[src/rtl/dmarf_pkg.sv]
// Shared offsets, masks and field types for the windowed DMA register file.
package dmarf_pkg;
    localparam logic [11:0] OFS_GCTL = 12'h010;
    localparam logic [11:0] OFS_POLL = 12'h014;
    localparam logic [11:0] OFS_CSEL = 12'h018;
    localparam logic [11:0] OFS_CCTL = 12'h01C;
    localparam logic [11:0] OFS_BASE = 12'h020;
    localparam logic [11:0] OFS_CNT  = 12'h024;
    localparam logic [11:0] OFS_STAT = 12'h028;
    localparam logic [11:0] OFS_IEN  = 12'h02C;
    localparam logic [11:0] OFS_PSEL = 12'h040;
    localparam logic [11:0] OFS_PCTL = 12'h044;
    localparam logic [11:0] OFS_GIEN = 12'h0F4;

    localparam int EVT_W  = 6;
    localparam int PCTL_W = 12;
    localparam int SEL_W  = 8;
    localparam logic [PCTL_W-1:0] PCTL_MASK = 12'hF7C;

    typedef struct packed {
        logic [1:0] weight;
        logic       tx;
        logic       on;
    } chan_cfg_t;
endpackage

[src/rtl/dmarf_port.sv]
// One port's control register.
// Assumes wr_sel is already qualified by the address, the port select and wr_en.
module dmarf_port
    import dmarf_pkg::*;
(
    input  logic              clk,
    input  logic              rst_n,
    input  logic              wr_sel,
    input  logic [PCTL_W-1:0] wdata,
    output logic [PCTL_W-1:0] pctl
);
    // Store only the implemented port control bits.
    always_ff @(posedge clk) begin
        if (!rst_n)      pctl <= '0;
        else if (wr_sel) pctl <= wdata & PCTL_MASK;
    end

    assert_port_mask_R6: assert property (@(posedge clk) disable iff (!rst_n)
        wr_sel |=> (pctl == ($past(wdata) & PCTL_MASK)));
endmodule

[src/rtl/dmarf_chan.sv]
// The register set of one channel: control, poll, base, count, status and enable.
// Assumes wr_sel is already qualified by wr_en and the channel select.
// The address is decoded here.
// A reset started by control bit 1 or by eng_rst lasts RST_CYC cycles.
module dmarf_chan
    import dmarf_pkg::*;
#(
    parameter int CNT_W   = 16,
    parameter int RST_CYC = 4
) (
    input  logic             clk,
    input  logic             rst_n,
    input  logic             wr_sel,
    input  logic [11:0]      addr,
    input  logic [31:0]      wdata,
    input  logic             eng_rst,
    input  logic [EVT_W-1:0] evt,
    output logic [31:0]      rd_word,
    output chan_cfg_t        cfg,
    output logic             poll_en,
    output logic             poll_div4,
    output logic [31:0]      base,
    output logic [CNT_W-1:0] count,
    output logic             irq_raw,
    output logic             busy
);
    localparam int RC_W = $clog2(RST_CYC + 1);

    logic [RC_W-1:0]  rst_cnt;
    logic [EVT_W-1:0] stat, ien, ack;
    logic             wr_ctl, wr_stat, start, clr_now;

    assign wr_ctl  = wr_sel && (addr == OFS_CCTL);
    assign wr_stat = wr_sel && (addr == OFS_STAT);
    assign start   = eng_rst || (wr_ctl && wdata[1]);
    assign busy    = (rst_cnt != '0);
    assign clr_now = busy || start;
    assign ack     = wr_stat ? wdata[EVT_W:1] : '0;
    assign irq_raw = |(stat & ien);

    // Count down the self-clearing reset window.
    always_ff @(posedge clk) begin
        if (!rst_n)     rst_cnt <= '0;
        else if (start) rst_cnt <= RC_W'(RST_CYC);
        else if (busy)  rst_cnt <= rst_cnt - 1'b1;
    end

    // Hold the on bit low while a reset runs; otherwise it follows control writes.
    always_ff @(posedge clk) begin
        if (!rst_n || clr_now) cfg.on <= 1'b0;
        else if (wr_ctl)       cfg.on <= wdata[0];
    end

    // Direction, weight and the plain configuration registers.
    always_ff @(posedge clk) begin
        if (!rst_n) begin
            cfg.tx     <= 1'b0;
            cfg.weight <= '0;
            poll_en    <= 1'b0;
            poll_div4  <= 1'b0;
            base       <= '0;
            count      <= '0;
            ien        <= '0;
        end else if (wr_sel) begin
            case (addr)
                OFS_CCTL: begin
                    cfg.tx     <= wdata[8];
                    cfg.weight <= wdata[17:16];
                end
                OFS_POLL: begin
                    poll_en   <= wdata[31];
                    poll_div4 <= wdata[6];
                end
                OFS_BASE: base  <= wdata;
                OFS_CNT:  count <= wdata[CNT_W-1:0];
                OFS_IEN:  ien   <= wdata[EVT_W:1];
                default: ;
            endcase
        end
    end

    // Status bits: set by events, cleared by writing ones, zeroed during reset.
    always_ff @(posedge clk) begin
        if (!rst_n || clr_now) stat <= '0;
        else                   stat <= (stat & ~ack) | evt;
    end

    // Assemble the read word for the addressed window register.
    always_comb begin
        rd_word = '0;
        case (addr)
            OFS_CCTL: rd_word = {14'b0, cfg.weight, 7'b0, cfg.tx, 6'b0, busy, cfg.on};
            OFS_POLL: rd_word = {poll_en, 24'b0, poll_div4, 6'b0};
            OFS_BASE: rd_word = base;
            OFS_CNT:  rd_word = 32'(count);
            OFS_STAT: rd_word = {25'b0, stat, 1'b0};
            OFS_IEN:  rd_word = {25'b0, ien, 1'b0};
            default:  rd_word = '0;
        endcase
    end

    assert_rst_len_R3: assert property (@(posedge clk) disable iff (!rst_n)
        rst_cnt <= RC_W'(RST_CYC));
    assert_rst_on_low_R3: assert property (@(posedge clk) disable iff (!rst_n)
        busy |=> !cfg.on);
    assert_rst_start_R3: assert property (@(posedge clk) disable iff (!rst_n)
        start |=> (busy && (stat == '0)));
    assert_w1c_R5: assert property (@(posedge clk) disable iff (!rst_n)
        (wr_stat && !clr_now) |=> ((stat & $past(ack & ~evt)) == '0));
endmodule

[src/rtl/dma_chan_regfile.sv]
// Top of the windowed DMA register file.
// Holds the channel and port selects, the global interrupt enables and the
// engine reset pulse. Per-channel and per-port registers live in generated
// slots, and the slot named by the select is muxed onto rdata.
// Assumes one access per cycle. Reads have no side effects.
module dma_chan_regfile
    import dmarf_pkg::*;
#(
    parameter int NCH     = 20,
    parameter int NPORT   = 5,
    parameter int CNT_W   = 16,
    parameter int RST_CYC = 4
) (
    input  logic                   clk,
    input  logic                   rst_n,
    input  logic                   wr_en,
    input  logic [11:0]            addr,
    input  logic [31:0]            wdata,
    output logic [31:0]            rdata,
    input  logic [NCH*EVT_W-1:0]   ch_evt,
    output logic [NCH-1:0]         ch_on,
    output logic [NCH-1:0]         ch_tx,
    output logic [NCH*2-1:0]       ch_weight,
    output logic [NCH-1:0]         ch_poll_en,
    output logic [NCH-1:0]         ch_poll_div4,
    output logic [NCH*32-1:0]      ch_base,
    output logic [NCH*CNT_W-1:0]   ch_count,
    output logic [NCH-1:0]         ch_rst_busy,
    output logic [NCH-1:0]         ch_irq,
    output logic [NPORT*PCTL_W-1:0] port_ctl,
    output logic                   eng_reset
);
    logic [SEL_W-1:0] csel, psel;
    logic [NCH-1:0]   gien, irq_raw;
    logic [31:0]      rd_arr [NCH];
    logic [31:0]      ch_rd, pt_rd;
    logic             csel_ok, psel_ok, eng_go;

    assign csel_ok = int'(csel) < NCH;
    assign psel_ok = int'(psel) < NPORT;
    assign eng_go  = wr_en && (addr == OFS_GCTL) && wdata[0];
    assign ch_irq  = gien & irq_raw;

    // Global registers: selects, interrupt enables and the engine reset pulse.
    always_ff @(posedge clk) begin
        if (!rst_n) begin
            csel      <= '0;
            psel      <= '0;
            gien      <= '0;
            eng_reset <= 1'b0;
        end else begin
            eng_reset <= eng_go;
            if (wr_en) begin
                case (addr)
                    OFS_CSEL: csel <= wdata[SEL_W-1:0];
                    OFS_PSEL: psel <= wdata[SEL_W-1:0];
                    OFS_GIEN: gien <= wdata[NCH-1:0];
                    default: ;
                endcase
            end
        end
    end

    for (genvar g = 0; g < NCH; g++) begin : g_ch
        chan_cfg_t cfg_g;
        dmarf_chan #(.CNT_W(CNT_W), .RST_CYC(RST_CYC)) u_chan (
            .clk      (clk),
            .rst_n    (rst_n),
            .wr_sel   (wr_en && csel_ok && (int'(csel) == g)),
            .addr     (addr),
            .wdata    (wdata),
            .eng_rst  (eng_go),
            .evt      (ch_evt[g*EVT_W +: EVT_W]),
            .rd_word  (rd_arr[g]),
            .cfg      (cfg_g),
            .poll_en  (ch_poll_en[g]),
            .poll_div4(ch_poll_div4[g]),
            .base     (ch_base[g*32 +: 32]),
            .count    (ch_count[g*CNT_W +: CNT_W]),
            .irq_raw  (irq_raw[g]),
            .busy     (ch_rst_busy[g])
        );
        assign ch_on[g]           = cfg_g.on;
        assign ch_tx[g]           = cfg_g.tx;
        assign ch_weight[g*2 +: 2] = cfg_g.weight;
    end

    for (genvar p = 0; p < NPORT; p++) begin : g_port
        dmarf_port u_port (
            .clk   (clk),
            .rst_n (rst_n),
            .wr_sel(wr_en && (addr == OFS_PCTL) && psel_ok && (int'(psel) == p)),
            .wdata (wdata[PCTL_W-1:0]),
            .pctl  (port_ctl[p*PCTL_W +: PCTL_W])
        );
    end

    // Pick the selected channel's word; zero when the select is out of range.
    always_comb begin
        ch_rd = '0;
        for (int i = 0; i < NCH; i++)
            if (int'(csel) == i) ch_rd = rd_arr[i];
    end

    // Pick the selected port's control bits; zero when out of range.
    always_comb begin
        pt_rd = '0;
        for (int i = 0; i < NPORT; i++)
            if (int'(psel) == i) pt_rd = 32'(port_ctl[i*PCTL_W +: PCTL_W]);
    end

    // Top-level read decode.
    always_comb begin
        case (addr)
            OFS_GCTL: rdata = {31'b0, |ch_rst_busy};
            OFS_CSEL: rdata = 32'(csel);
            OFS_PSEL: rdata = 32'(psel);
            OFS_GIEN: rdata = 32'(gien);
            OFS_PCTL: rdata = pt_rd;
            OFS_POLL, OFS_CCTL, OFS_BASE, OFS_CNT, OFS_STAT, OFS_IEN: rdata = ch_rd;
            default:  rdata = '0;
        endcase
    end

    assert_oor_read_R8: assert property (@(posedge clk) disable iff (!rst_n)
        (!csel_ok && (addr == OFS_BASE)) |-> (rdata == '0));
    assert_oor_write_R8: assert property (@(posedge clk) disable iff (!rst_n)
        (wr_en && !csel_ok && (addr != OFS_GCTL)) |=> ($stable(ch_base) && $stable(ch_count)));
    assert_gien_off_R7: assert property (@(posedge clk) disable iff (!rst_n)
        (wr_en && (addr == OFS_GIEN) && (wdata[NCH-1:0] == '0)) |=> (ch_irq == '0));
    assert_eng_all_R4: assert property (@(posedge clk) disable iff (!rst_n)
        eng_go |=> ((&ch_rst_busy) && eng_reset));
endmodule

[config.mk]
export PLATFORM = sky130hd
export DESIGN_NAME = dma_chan_regfile
export DESIGN_NICKNAME = d
export VERILOG_FILES = /design/src/rtl/dmarf_pkg.sv /design/src/rtl/dmarf_port.sv /design/src/rtl/dmarf_chan.sv /design/src/rtl/dma_chan_regfile.sv
export SDC_FILE = /design/constraint.sdc
export NUM_CORES = 2
export LEC_CHECK = 0
export BUFFER_PORTS_ARGS = -buffer_cell sky130_fd_sc_hd__buf_2
export CORE_AREA = 2 2 543 545
export DETAILED_ROUTE_END_ITERATION = 10
export DIE_AREA = 0 0 545 547
export GPL_TIMING_DRIVEN = 0
export PLACE_DENSITY_LB_ADDON = 0.25
export REMOVE_ABC_BUFFERS = 1
export SKIP_LAST_GASP = 1
export SLEW_MARGIN = 15
export SYNTH_ARGS = -nofsm -noshare
export SYNTH_HDL_FRONTEND = slang
export SYNTH_SLANG_ARGS = --single-unit
export TNS_END_PERCENT = 1
[constraint.sdc]
create_clock -name clk -period 3.9 [get_ports clk]
set_input_delay 0.78 -clock clk [delete_from_list [all_inputs] [get_ports clk]]
set_output_delay 0.78 -clock clk [all_outputs]
set_load 0.02 [all_outputs]
==> reports/qor.log <==
[status] outcome complete, but fails checks
[status] failing checks setup timing
[routing] routed via count 77.1k
[floorplanning] floorplan die area 298,000 um2
[final_layout] signed area change from the synthesized netlist to the final layout 37.9%
[setup_path] cell family with the largest share of critical-path delay simple AND/OR/NAND/NOR gates
[timing] RSZ-0062 raised after global routing yes
[routing] antenna-violating nets left 0
[synthesis] number of instances in the synthesized netlist 8,556
[floorplanning] Cell Rows 199
[setup_path] r2r startpoint csel[5]$_SDFFE_PN0P_
[min_path] Worst Hold Path Cells 3
[routing] total wire length after detailed routing 529 mm
[routing] routed wirelength normalized by instance count 38.1 um
[synthesis] post-synthesis compound-gate area fraction 24.6%
[routing] DR vias/cell 5.56
[clocking] Max H-tree Level 4
[flow_run] Max-Cap Viols 0
[synthesis] combinational family with the most area after synthesis compound AO/OA/AOI/OAI gates
[synthesis] most common flop cell mapped by yosys dfxtp_1
[final_layout] area of the multi-input gates 34,000 um2
[synthesis] proportion of register bits with asynchronous set or reset after synthesis 0%
[synthesis] Synth warnings 0
[clocking] cell chosen for the clock root clkbuf_16
[timing] setup TNS after final layout -198,730 ps
[setup_path] data arrival time of the critical path 4970 ps
[placed_design] placed wire-length estimate 390 mm
[setup_path] flop2flop setup slack -430 ps
[floorplanning] die width 545 um
[setup_path] FF-to-FF path depth 10
[timing] setup violation total in the final timing report 782
[pwr] Max VDD drop 0.000357 V
[setup_path] Crit Path Class input pin to output port
[floorplanning] num ports 1,380
[clocking] clock network latency to the later pin of the worst-skew pair 910 ps
[setup_path] endpoint of the most critical register-to-register path g_ch[11].u_chan.base[27]$_SDFFE_PN0P_
[setup_path] CP cell instances buf_8, nor4b_4, buf_6, and3_4, buf_12, a221oi_1, nor4_2, a41o_2, a21oi_1, nor4b_2, buf_2
[setup_path] biggest fanout along the worst timing path 22
[global_routing] number of antenna violations at the first check in global routing 64
[synthesis] post-synthesis instance area 64,800 um2
[floorplanning] effective utilization at floorplan 22.1%
[min_path] worst min-delay path startpoint ch_evt[58]
[synthesis] sequential share of the synthesized area 45.2%
[floorplanning] Core Footprint 293,000 um2
[global_routing] via count of the first global-routing pass 70.7k
[global_routing] global-route wire length before repair 681 mm
[timing] post-layout min period 5750 ps
[routing] number of violations reported at the end of detailed-routing iteration 0 11.9k
[final_layout] commonest cells after routing, fill and taps aside 2,494 x nand2_1, 1,529 x a21oi_1, 1,453 x dfxtp_1
[setup_path] capturing element type of the critical path output port
[timing] Final WS setup -1850 ps
[synthesis] post-synthesis share of cell area spent on full adders, half adders and majority gates 1.16%
[clocking] total clock buffers created by CTS 181
[global_routing] residual overflow from global routing 0
[synthesis] xor/xnor cell area share of the yosys netlist 0.270%
[global_routing] largest net degree at the start of global routing 103
[min_path] Min-Delay Endpoint g_ch[9].u_chan.stat[4]$_SDFF_PP0_
[final_layout] fraction of final layout cells sized beyond drive strength 1 25.8%
[global_routing] Global Route Usage Sum 33.7%
[timing] Slew @ Worst Pin 1290 ps
[routing] detailed-router iteration count before antenna repair 9
[clocking] clock-pin slew reported for the worst setup and hold paths after clock tree synthesis 60 ps
[clocking] worst-case clock buffer depth 4
[final_layout] most common library cell in the layout ignoring fill and taps nand2_1
[routing] DRC errors left 0
[floorplanning] Die Span Y 547 um
[setup_path] cell with the largest stage delay on the worst path nor4b_4
[synthesis] number of synthesized register bits 1,462
[placed_design] Placer Congestion 0.918
[timing] endpoints failing hold 0
[final_layout] filler cell count in the final layout 31.2k
[timing] Achievable Freq 174 MHz
[synthesis] number of distinct library cells after synthesis 86
[setup_path] Worst EP required 3120 ps
[clocking] total number of clock tree sinks 1,462
[setup_path] launching element type of the critical path input pin
[pwr] leakage component of the power 33.9 nW
[final_layout] sequential cell area 29,300 um2
[timing] final worst path period share 147%
[placed_design] port buffer count 1,364
[setup_path] Critical path buffers and inverters 4
[synthesis] count of flip-flops with a built-in enable after synthesis 0
[timing] Max-slew headroom 13.7%
[clocking] clock tree from TritonCTS built
[setup_path] maximum single-stage delay on the critical path 600 ps
[min_path] worst hold-check path type input pin to flop
[timing] pins over their slew limit 0
[synthesis] simple-gate portion of the synthesized area 20.0%
[timing] worst hold slack across all endpoints 85.1 ps
[final_layout] final layout net count 10.0k
[timing] Post-Route Skew 45.7 ps
[synthesis] multiplexer fraction of the synthesized cell area 2.20%
[pwr] power density cells 421 nW/um2
[synthesis] mean instance size in the synthesized netlist 7.57 um2
timing repair:
action                     in CTS  in global routing
setup endpoints to repair    1178                868
gates cloned                    7                  4
setup buffers                 163                 65
resized for setup             299                 95
pin swaps                      82                 60
hold buffers                    0                  0
worst min-delay path, delay by kind of cell:
family / cells / cell delay [ps]
buf+inv: 1 / 70
simple gates: 1 / 60
compound gates: 1 / 30
worst max-delay path by stage:
stage                              start                                endpoint  slack [ps]  cells past startpoint
floorplan                          rst_n  g_ch[0].u_chan.rst_cnt[2]$_SDFFE_PN0P_      -17650                      2
global placement                   rst_n  g_ch[0].u_chan.rst_cnt[2]$_SDFFE_PN0P_      -34910                      3
detailed placement               addr[9]                               rdata[27]       -3910                     14
CTS                              addr[2]                               rdata[10]       -1830                     19
global route        csel[6]$_SDFFE_PN0P_                               rdata[16]       -1740                     13
finish                           addr[3]                               rdata[31]       -1850                     11
cell usage after synthesis (all sizes together) (15+ instances only):
cell type	n	area share, %
a2111oi	16	0.26
a211oi	20	0.23
a21oi	1548	12
a221o	34	0.53
a221oi	102	1.4
a222oi	92	1.4
a22o	52	0.70
a22oi	291	3.4
a31oi	69	0.67
buf	276	2.5
clkbuf	571	3.3
dfxtp	1462	45
ha	60	1.2
inv	124	0.72
mux2i	96	1.5
mux4	17	0.59
nand2	2551	15
nand3	106	0.82
nand4	19	0.18
nor2	435	2.6
nor3	65	0.64
nor4	15	0.17
o211ai	19	0.22
o21ai	281	2.2
o22ai	38	0.37
o31ai	19	0.22
xor2	20	0.27
state kept, by name, indices dropped and copies added (netlist names):
signal	count
g_ch.u_chan.base	640
g_ch.u_chan.count	320
g_ch.u_chan.ien	120
g_ch.u_chan.stat	120
g_ch.u_chan.cfg	80
g_ch.u_chan.rst_cnt	60
g_port.u_port.pctl	45
g_ch.u_chan.poll_div4	20
g_ch.u_chan.poll_en	20
gien	20
csel	8
psel	8
eng_reset	1
area by class of cell:
cell class | instances | area share [%]
flip-flops and latches | 1462 | 32.8
clock buffers | 263 | 5.81
well taps | 3919 | 5.49
repair buffers | 1876 | 16.2
inverters | 125 | 0.531
clock inverters | 60 | 0.975
multi-input cells | 6139 | 38.1
diodes | 28 | 0.0784
routing by layer:
layer	part of all wire [%]	global-route usage (%)	up-vias
li1	-	-	32100
met1	38	42.1	37800
met2	41	49.1	5860
met3	12	11.2	1349
met4	8.0	21.9	38
met5	0.045	0	-
power breakdown:
part	switching, mW	internal (mW)
sequential	0.412	15.4
combinational	2.78	1.05
clock	7.65	10.3
total	10.8	26.7
metrics by stage:
step	power (mW)	instance area, um2	std cells	setup WS, ps	util [%]
final	37.6	89300	13900	-1850	30.5
after global routing	38.6	89300	13900	-1740	30.5
after CTS	37.7	88100	13800	-1830	30.1
after detailed placement	19.9	79100	13300	-3910	27.0
after global placement	19.8	72800	13000	-34910	24.9
after floorplan	17.9	61000	7723	-17650	-
logic make-up (layout without fill, tap and decap cells):
logic type,Yosys count,count (layout)
compound gates,2658,2658
xor+xnor,20,20
fa+ha+maj,60,60
buf+inv,972,2324
flops,1462,1462
mux,120,120
other cells,1,43
simple gates,3263,3266
No activity file was read; power rests on OpenSTA's default activity.
